[src/rtl/loopback_pkg.sv]
package loopback_pkg;
  typedef enum logic [1:0] {
    LOOP_NONE    = 2'b00,
    LOOP_NEAR    = 2'b01,
    LOOP_DIGITAL = 2'b10,
    LOOP_REMOTE  = 2'b11
  } loop_e;

  localparam logic [1:0] KIND_DATA  = 2'b00;
  localparam logic [1:0] KIND_ECHO  = 2'b01;
  localparam logic [1:0] KIND_FRAME = 2'b10;

  localparam int REG_W      = 8;
  localparam int BIT_SEL    = 0;
  localparam int BIT_SLAVE  = 1;
  localparam int BIT_ECHO0  = 2;
  localparam int BIT_IDLE   = 3;
  localparam int BIT_FNORM  = 4;
  localparam int BIT_HOLD   = 5;
  localparam int BIT_LOOPLO = 6;
endpackage

[src/rtl/diag_regs.sv]
module diag_regs
  import loopback_pkg::*;
(
  input  logic             clk,
  input  logic             rst_n,
  input  logic             wr_en,
  input  logic [REG_W-1:0] wr_data,
  output logic [REG_W-1:0] diag_q,
  output logic [REG_W-1:0] ctrl_q,
  output logic             sel_q
);
  always_ff @(posedge clk) begin
    if (!rst_n) begin
      diag_q <= '0;
      ctrl_q <= '0;
      sel_q  <= 1'b0;
    end else if (wr_en) begin
      if (sel_q) diag_q <= wr_data;
      else       ctrl_q <= wr_data;
      sel_q <= wr_data[BIT_SEL];
    end
  end
endmodule

[src/rtl/tx_override.sv]
module tx_override
  import loopback_pkg::*;
#(
  parameter int DW = 8
) (
  input  logic [DW-1:0] in_data,
  input  logic [1:0]    in_kind,
  input  logic          force_idle,
  input  logic          echo_zero,
  input  logic          frame_normal,
  output logic [DW-1:0] out_data,
  output logic          out_viol
);
  always_comb begin
    out_data = in_data;
    out_viol = 1'b0;
    if (force_idle) begin
      out_data = '1;
    end else begin
      if (echo_zero && in_kind == KIND_ECHO) out_data = '0;
      out_viol = (in_kind == KIND_FRAME) && !frame_normal;
    end
  end
endmodule

[src/rtl/loop_router.sv]
module loop_router
  import loopback_pkg::*;
#(
  parameter int DW = 8
) (
  input  loop_e         mode,
  input  logic          sys_in_valid,
  output logic          sys_in_ready,
  input  logic [DW-1:0] sys_in_data,
  input  logic [1:0]    sys_in_kind,
  input  logic          line_rx_valid,
  output logic          line_rx_ready,
  input  logic [DW-1:0] line_rx_data,
  input  logic [1:0]    line_rx_kind,
  output logic [DW-1:0] src_data,
  output logic [1:0]    src_kind,
  input  logic [DW-1:0] ovr_data,
  output logic          line_tx_valid,
  input  logic          line_tx_ready,
  output logic          sys_out_valid,
  input  logic          sys_out_ready,
  output logic [DW-1:0] sys_out_data,
  output logic [1:0]    sys_out_kind
);
  always_comb begin
    sys_in_ready  = 1'b0;
    line_rx_ready = 1'b0;
    line_tx_valid = 1'b0;
    sys_out_valid = 1'b0;
    src_data      = sys_in_data;
    src_kind      = sys_in_kind;
    sys_out_data  = line_rx_data;
    sys_out_kind  = line_rx_kind;
    unique case (mode)
      LOOP_NONE: begin
        line_tx_valid = sys_in_valid;
        sys_in_ready  = line_tx_ready;
        sys_out_valid = line_rx_valid;
        line_rx_ready = sys_out_ready;
      end
      LOOP_NEAR: begin
        sys_out_valid = sys_in_valid;
        sys_out_data  = ovr_data;
        sys_out_kind  = sys_in_kind;
        sys_in_ready  = sys_out_ready;
        line_rx_ready = 1'b1;
      end
      LOOP_DIGITAL: begin
        sys_out_valid = sys_in_valid;
        sys_out_data  = sys_in_data;
        sys_out_kind  = sys_in_kind;
        sys_in_ready  = sys_out_ready;
        line_rx_ready = 1'b1;
      end
      LOOP_REMOTE: begin
        src_data      = line_rx_data;
        src_kind      = line_rx_kind;
        line_tx_valid = line_rx_valid;
        line_rx_ready = line_tx_ready;
        sys_in_ready  = 1'b1;
      end
      default: ;
    endcase
  end
endmodule

[src/rtl/loopback_ctl.sv]
module loopback_ctl
  import loopback_pkg::*;
#(
  parameter int DW = 8
) (
  input  logic          clk,
  input  logic          rst_n,
  input  logic          wr_en,
  input  logic [7:0]    wr_data,
  input  logic          sys_in_valid,
  output logic          sys_in_ready,
  input  logic [DW-1:0] sys_in_data,
  input  logic [1:0]    sys_in_kind,
  input  logic          line_rx_valid,
  output logic          line_rx_ready,
  input  logic [DW-1:0] line_rx_data,
  input  logic [1:0]    line_rx_kind,
  output logic          line_tx_valid,
  input  logic          line_tx_ready,
  output logic [DW-1:0] line_tx_data,
  output logic [1:0]    line_tx_kind,
  output logic          line_tx_viol,
  output logic          sys_out_valid,
  input  logic          sys_out_ready,
  output logic [DW-1:0] sys_out_data,
  output logic [1:0]    sys_out_kind,
  output logic [7:0]    ctrl_reg,
  output logic          reg_sel,
  output logic [1:0]    loop_mode,
  output logic          slave_mode,
  output logic          hold_sync
);
  logic [REG_W-1:0] diag_q;
  logic [DW-1:0]    src_data;
  logic [1:0]       src_kind;
  logic [DW-1:0]    ovr_data;
  logic             ovr_viol;
  loop_e            mode;

  diag_regs u_regs (
    .clk     (clk),
    .rst_n   (rst_n),
    .wr_en   (wr_en),
    .wr_data (wr_data),
    .diag_q  (diag_q),
    .ctrl_q  (ctrl_reg),
    .sel_q   (reg_sel)
  );

  assign mode       = loop_e'(diag_q[BIT_LOOPLO +: 2]);
  assign loop_mode  = diag_q[BIT_LOOPLO +: 2];
  assign slave_mode = diag_q[BIT_SLAVE];
  assign hold_sync  = diag_q[BIT_HOLD];

  tx_override #(.DW(DW)) u_ovr (
    .in_data      (src_data),
    .in_kind      (src_kind),
    .force_idle   (diag_q[BIT_IDLE]),
    .echo_zero    (diag_q[BIT_ECHO0]),
    .frame_normal (diag_q[BIT_FNORM]),
    .out_data     (ovr_data),
    .out_viol     (ovr_viol)
  );

  loop_router #(.DW(DW)) u_route (
    .mode          (mode),
    .sys_in_valid  (sys_in_valid),
    .sys_in_ready  (sys_in_ready),
    .sys_in_data   (sys_in_data),
    .sys_in_kind   (sys_in_kind),
    .line_rx_valid (line_rx_valid),
    .line_rx_ready (line_rx_ready),
    .line_rx_data  (line_rx_data),
    .line_rx_kind  (line_rx_kind),
    .src_data      (src_data),
    .src_kind      (src_kind),
    .ovr_data      (ovr_data),
    .line_tx_valid (line_tx_valid),
    .line_tx_ready (line_tx_ready),
    .sys_out_valid (sys_out_valid),
    .sys_out_ready (sys_out_ready),
    .sys_out_data  (sys_out_data),
    .sys_out_kind  (sys_out_kind)
  );

  assign line_tx_data = ovr_data;
  assign line_tx_kind = src_kind;
  assign line_tx_viol = ovr_viol;
endmodule

[config.mk]
export PLATFORM = sky130hd
export DESIGN_NAME = loopback_ctl
export DESIGN_NICKNAME = d
export VERILOG_FILES = /design/src/rtl/loopback_pkg.sv /design/src/rtl/diag_regs.sv /design/src/rtl/tx_override.sv /design/src/rtl/loop_router.sv /design/src/rtl/loopback_ctl.sv
export SDC_FILE = /design/constraint.sdc
export NUM_CORES = 1
export LEC_CHECK = 0
export BUFFER_PORTS_ARGS = -buffer_cell sky130_fd_sc_hd__buf_2
export CAP_MARGIN = 15
export CORE_MARGIN = 2
export CORE_UTILIZATION = 47
export CTS_CLUSTER_DIAMETER = 100
export DETAILED_ROUTE_END_ITERATION = 7
export GPL_TIMING_DRIVEN = 0
export PLACE_DENSITY = 0.87
export SLEW_MARGIN = 20
export SYNTH_ARGS = -nofsm -noshare
export SYNTH_HDL_FRONTEND = slang
export SYNTH_SLANG_ARGS = --single-unit
[constraint.sdc]
create_clock -name clk -period 4.3 [get_ports clk]
set_input_delay 0.645 -clock clk [delete_from_list [all_inputs] [get_ports clk]]
set_output_delay 0.645 -clock clk [all_outputs]
set_load 0.1 [all_outputs]
==> tab_implementation.tex <==
\begin{tabular}{lr}
\hline
Metric & Value \\
\hline
\multicolumn{2}{l}{\textbf{Route}} \\
Vias per Instance & 5.405 \\
Number of search-and-repair iterations in the first detailed-routing pass & 4 \\
Post-detailed-route DRC marker count & 0 \\
Initial drt markers & 86 \\
Number of nets with antenna violations after routing & 0 \\
Average routed wire per standard cell & 12.60 µm \\
Post-Route WL & 3389 µm \\
Via total after detailed routing & 1454 \\
\multicolumn{2}{l}{\textbf{Clock network}} \\
TritonCTS buffer count & 3 \\
Cts hold-fix bufs & 0 \\
Maximum clock insertion buffer count & 2 \\
PostCTS Resize Cnt & 0 \\
Clk root buf & sky130\_fd\_sc\_hd\_\_clkbuf\_4 \\
TritonCTS clock tree & done \\
Clk slew on worst S/H paths & 0.09 ns \\
Latest clock arrival within the worst-skew pair & 0.28 ns \\
H-tree lvl count & 1 \\
Clock net sink count & 16 \\
Number of setup buffers added after CTS & 0 \\
\multicolumn{2}{l}{\textbf{Synth}} \\
Fraction of the mapped netlist area in adder cells & 5.000\% \\
Part of the Yosys area used for sequential elements & 25.60\% \\
Compound-Gate Fraction of Synth Area & 24.60\% \\
Nets in the synthesized netlist & 203 \\
Yosys warning count & 0 \\
Register bit total from synthesis & 16 \\
Average cell area after synthesis & 7.676 µm² \\
Post-Syn Instances & 163 \\
Simple-gate area share of the yosys netlist & 26.90\% \\
Distinct cells, synth & 27 \\
Dominant combinational cell family by area after synthesis & simple AND/OR/NAND/NOR gates \\
Proportion of synthesized area in mux cells & 11.10\% \\
Area of the mapped netlist & 0.001251 mm² \\
Post-synthesis xor/xnor area fraction & 0\% \\
\multicolumn{2}{l}{\textbf{Timing}} \\
Worst Hold Slack & 0.4563 ns \\
Number of hold violations in the final report & 0 \\
Skew final & 0.003639 ns \\
Setup repair after global routing missed its margin & no \\
Final Max Tran Viols & 0 \\
Slew margin rel. & 67.18\% \\
Tcrit/Tclk final & 66.76\% \\
Clock period minus final worst setup slack & 2.871 ns \\
Actual slew at the worst max-slew pin & 0.4957 ns \\
F\_max & 0.3484 GHz \\
Fin Setup TNS & 0 ns \\
Final setup fails & 0 \\
\multicolumn{2}{l}{\textbf{Power}} \\
Internal power & 0.2635 mW \\
Share of total power in sequential cells & 29.0\% \\
Pwr Density & 325.6 mW/mm² \\
Fraction of power spent switching nets & 51.98\% \\
Power share of the clock group & 17.6\% \\
Total net switching power & 0.2852 mW \\
Worst vdd ir & 266.6 µV \\
Overall power of the completed layout & 0.5487 mW \\
Combinational power share & 53.5\% \\
Reported leakage power & 0.8094 nW \\
\multicolumn{2}{l}{\textbf{Setup path}} \\
Type of element capturing the critical path & primary output \\
Family with the most delay on the worst path & buffers and inverters \\
Register-to-register setup slack & 3.23 ns \\
Stages on the worst setup path & 7 \\
Depth of the most critical reg-to-reg path & 5 \\
Required time at the worst-slack endpoint & 3.65 ns \\
Beginning of the critical path & u\_regs.diag\_q[6] \\
Slowest stage delay, CP & 0.45 ns \\
Terminus of the critical flop-to-flop path & u\_regs.ctrl\_q[6] \\
Critical Path AT & 2.23 ns \\
Critical Path Start Type & register \\
Crit Path Category & reg2out \\
Cell breakdown of the critical path & inv\_1 > ha\_1 > nor2b\_1 > buf\_2 > o22ai\_1 > o22ai\_1 > buf\_2 \\
Worst Path Max Fanout & 8 \\
Worst-path cell with the longest stage delay & sky130\_fd\_sc\_hd\_\_buf\_2 \\
FF-to-FF Start & u\_regs.sel\_q \\
Buffers and inverters on the worst path & 3 \\
\multicolumn{2}{l}{\textbf{Floorplanning}} \\
Starting density of the core & 50.05\% \\
Row Count & 18 \\
Die outline height & 55.60 µm \\
Io pins & 73 \\
Horizontal die dimension & 55.60 µm \\
Area of the core & 0.002500 mm² \\
Total Die Area & 0.003091 mm² \\
\multicolumn{2}{l}{\textbf{Worst hold path}} \\
Endpoint of the worst hold path & u\_regs.ctrl\_q[2] \\
Hold\_sp & u\_regs.ctrl\_q[2] \\
Number of stages on the worst hold path & 2 \\
Type of the tightest min-delay check & reg2reg \\
\multicolumn{2}{l}{\textbf{Finish}} \\
Final cell count without fillers & 269 \\
Layout cell share with drive strength beyond 1 & 38.49\% \\
Final \#Nets & 280 \\
\# fillers & 240 \\
Synthesis-to-finish area growth & 34.70\% \\
Antenna diodes & 0 \\
Utilization after layout & 67.42\% \\
\multicolumn{2}{l}{\textbf{Status}} \\
Run status & completed \\
\multicolumn{2}{l}{\textbf{Global routing}} \\
Initial antenna violation count & 0 \\
Final global-route overflow total & 0 \\
Wire length of the first global-routing pass & 5485 µm \\
Maximum number of pins on one net before global-route repair & 11 \\
Total global-route track usage & 20.92\% \\
Via count of the first global-routing pass & 1276 \\
\multicolumn{2}{l}{\textbf{Place}} \\
IO Port Bufs & 72 \\
Placer's final routability congestion estimate & 0.8889 \\
Final HPWL DP & 2731 µm \\
Placed insts & 265 \\
\multicolumn{2}{l}{\textbf{Job}} \\
Max-cap check violation count & 0 \\
\hline
\end{tabular}
==> stage by stage <==
step | cell area (µm²) | setup WS, ns
after floorplan | 1251 | 0.2630
after global placement | 1649 | 1.797
after detailed placement | 1649 | 1.732
after CTS | 1685 | 1.416
after global routing | 1685 | 1.271
final | 1685 | 1.429
==> flip-flops by register name (all words and copies together), names as in the netlist <==
signal / cells
u_regs.diag_q: 7
u_regs.sel_q: 1
u_regs.ctrl_q: 8
==> synthesized netlist by cell type (all sizes together) <==
library cell  instances  area, µm²
nand2                36      135.1
nand4bb               1      11.26
nand2b                1      6.260
a22oi                 2      15.01
nand4b                1      8.760
o22ai                16      100.1
o21ai                 2      10.01
mux2                  4      48.79
a21oi                 2      10.01
nor2                 10      37.54
ha                    5      62.56
mux2i                 9      90.09
o21bai                8      60.06
nand3                 8      45.04
nor4b                 1      23.77
dfxtp                16      320.3
clkbuf                3      11.26
and3                  8      50.05
inv                   2      7.510
a21boi               15      112.6
nor2b                 3      18.77
buf                  10      66.31
==> power by group through the flow <==
stage | combinational, mW | clock [mW] | sequential, mW
after floorplan | 0.196 | 0 | 0.206
after global placement | 0.291 | 0 | 0.162
after detailed placement | 0.293 | 0 | 0.162
after CTS | 0.293 | 0.0992 | 0.159
after global routing | 0.305 | 0.107 | 0.160
final | 0.293 | 0.0964 | 0.159
==> layout by cell type, fill, tap and decap left out, drive strengths merged <==
master	synthesis	layout
inv	2	2
buf	10	82
o21bai	8	8
mux2	4	4
mux2i	9	9
nor2	10	10
o22ai	16	16
nand4bb	1	1
nand2	36	36
clkbuf	3	7
nand2b	1	1
and3	8	8
a21oi	2	2
nor4b	1	1
dfxtp	16	16
a22oi	2	2
o21ai	2	2
nand3	8	8
a21boi	15	15
ha	5	5
nand4b	1	1
nor2b	3	3
==> worst reg2reg max path, cell delays in order, from the launching register on <==
cell and delay, ns:
sky130_fd_sc_hd__dfxtp_1 0.35, sky130_fd_sc_hd__buf_4 0.16, sky130_fd_sc_hd__nand2b_1 0.10, sky130_fd_sc_hd__buf_2 0.17
sky130_fd_sc_hd__nand2_1 0.07, sky130_fd_sc_hd__a21boi_1 0.14
==> cell families (layout without fill, tap and decap cells) <==
| family | Yosys count | count (layout) |
|---|---|---|
| adders and majority gates | 5 | 5 |
| AOI/OAI and AO/OA | 45 | 45 |
| muxes | 13 | 13 |
| buffers and inverters | 15 | 91 |
| and+or+nand+nor | 69 | 69 |
| DFF | 16 | 16 |
==> cell type report <==
class	count	area (µm²)	share of cell area [%]
multi-input cells	132	845.8	50.19
flip-flops and latches	16	320.3	19.01
plain buffers	13	77.57	4.603
inverters	2	7.507	0.4454
repair buffers	72	360.3	21.38
well taps	30	37.54	2.227
clock buffers	4	36.28	2.153
==> routing by layer <==
layer | global-route usage (%) | vias up | part of all wire (%)
met5 | 0 | - | 0
met1 | 25.04 | 652 | 40
met2 | 38.27 | 68 | 50
li1 | - | 732 | -
met3 | 3.023 | 2 | 9.7
met4 | 6.272 | 0 | 0.21
==> how the worst max path moves through the flow <==
| stage | end | slack, ns |
|---|---|---|
| 3_3_place_gp | sys_out_data[7] | 1.80 |
| 5_1_grt | sys_out_data[5] | 1.27 |
| 3_5_place_dp | sys_out_data[3] | 1.73 |
| 4_1_cts | sys_out_data[3] | 1.42 |
| 2_1_floorplan | sys_out_data[5] | 0.26 |
| 6_report | sys_out_data[4] | 1.43 |
No activity file was read; power rests on OpenSTA's default activity.
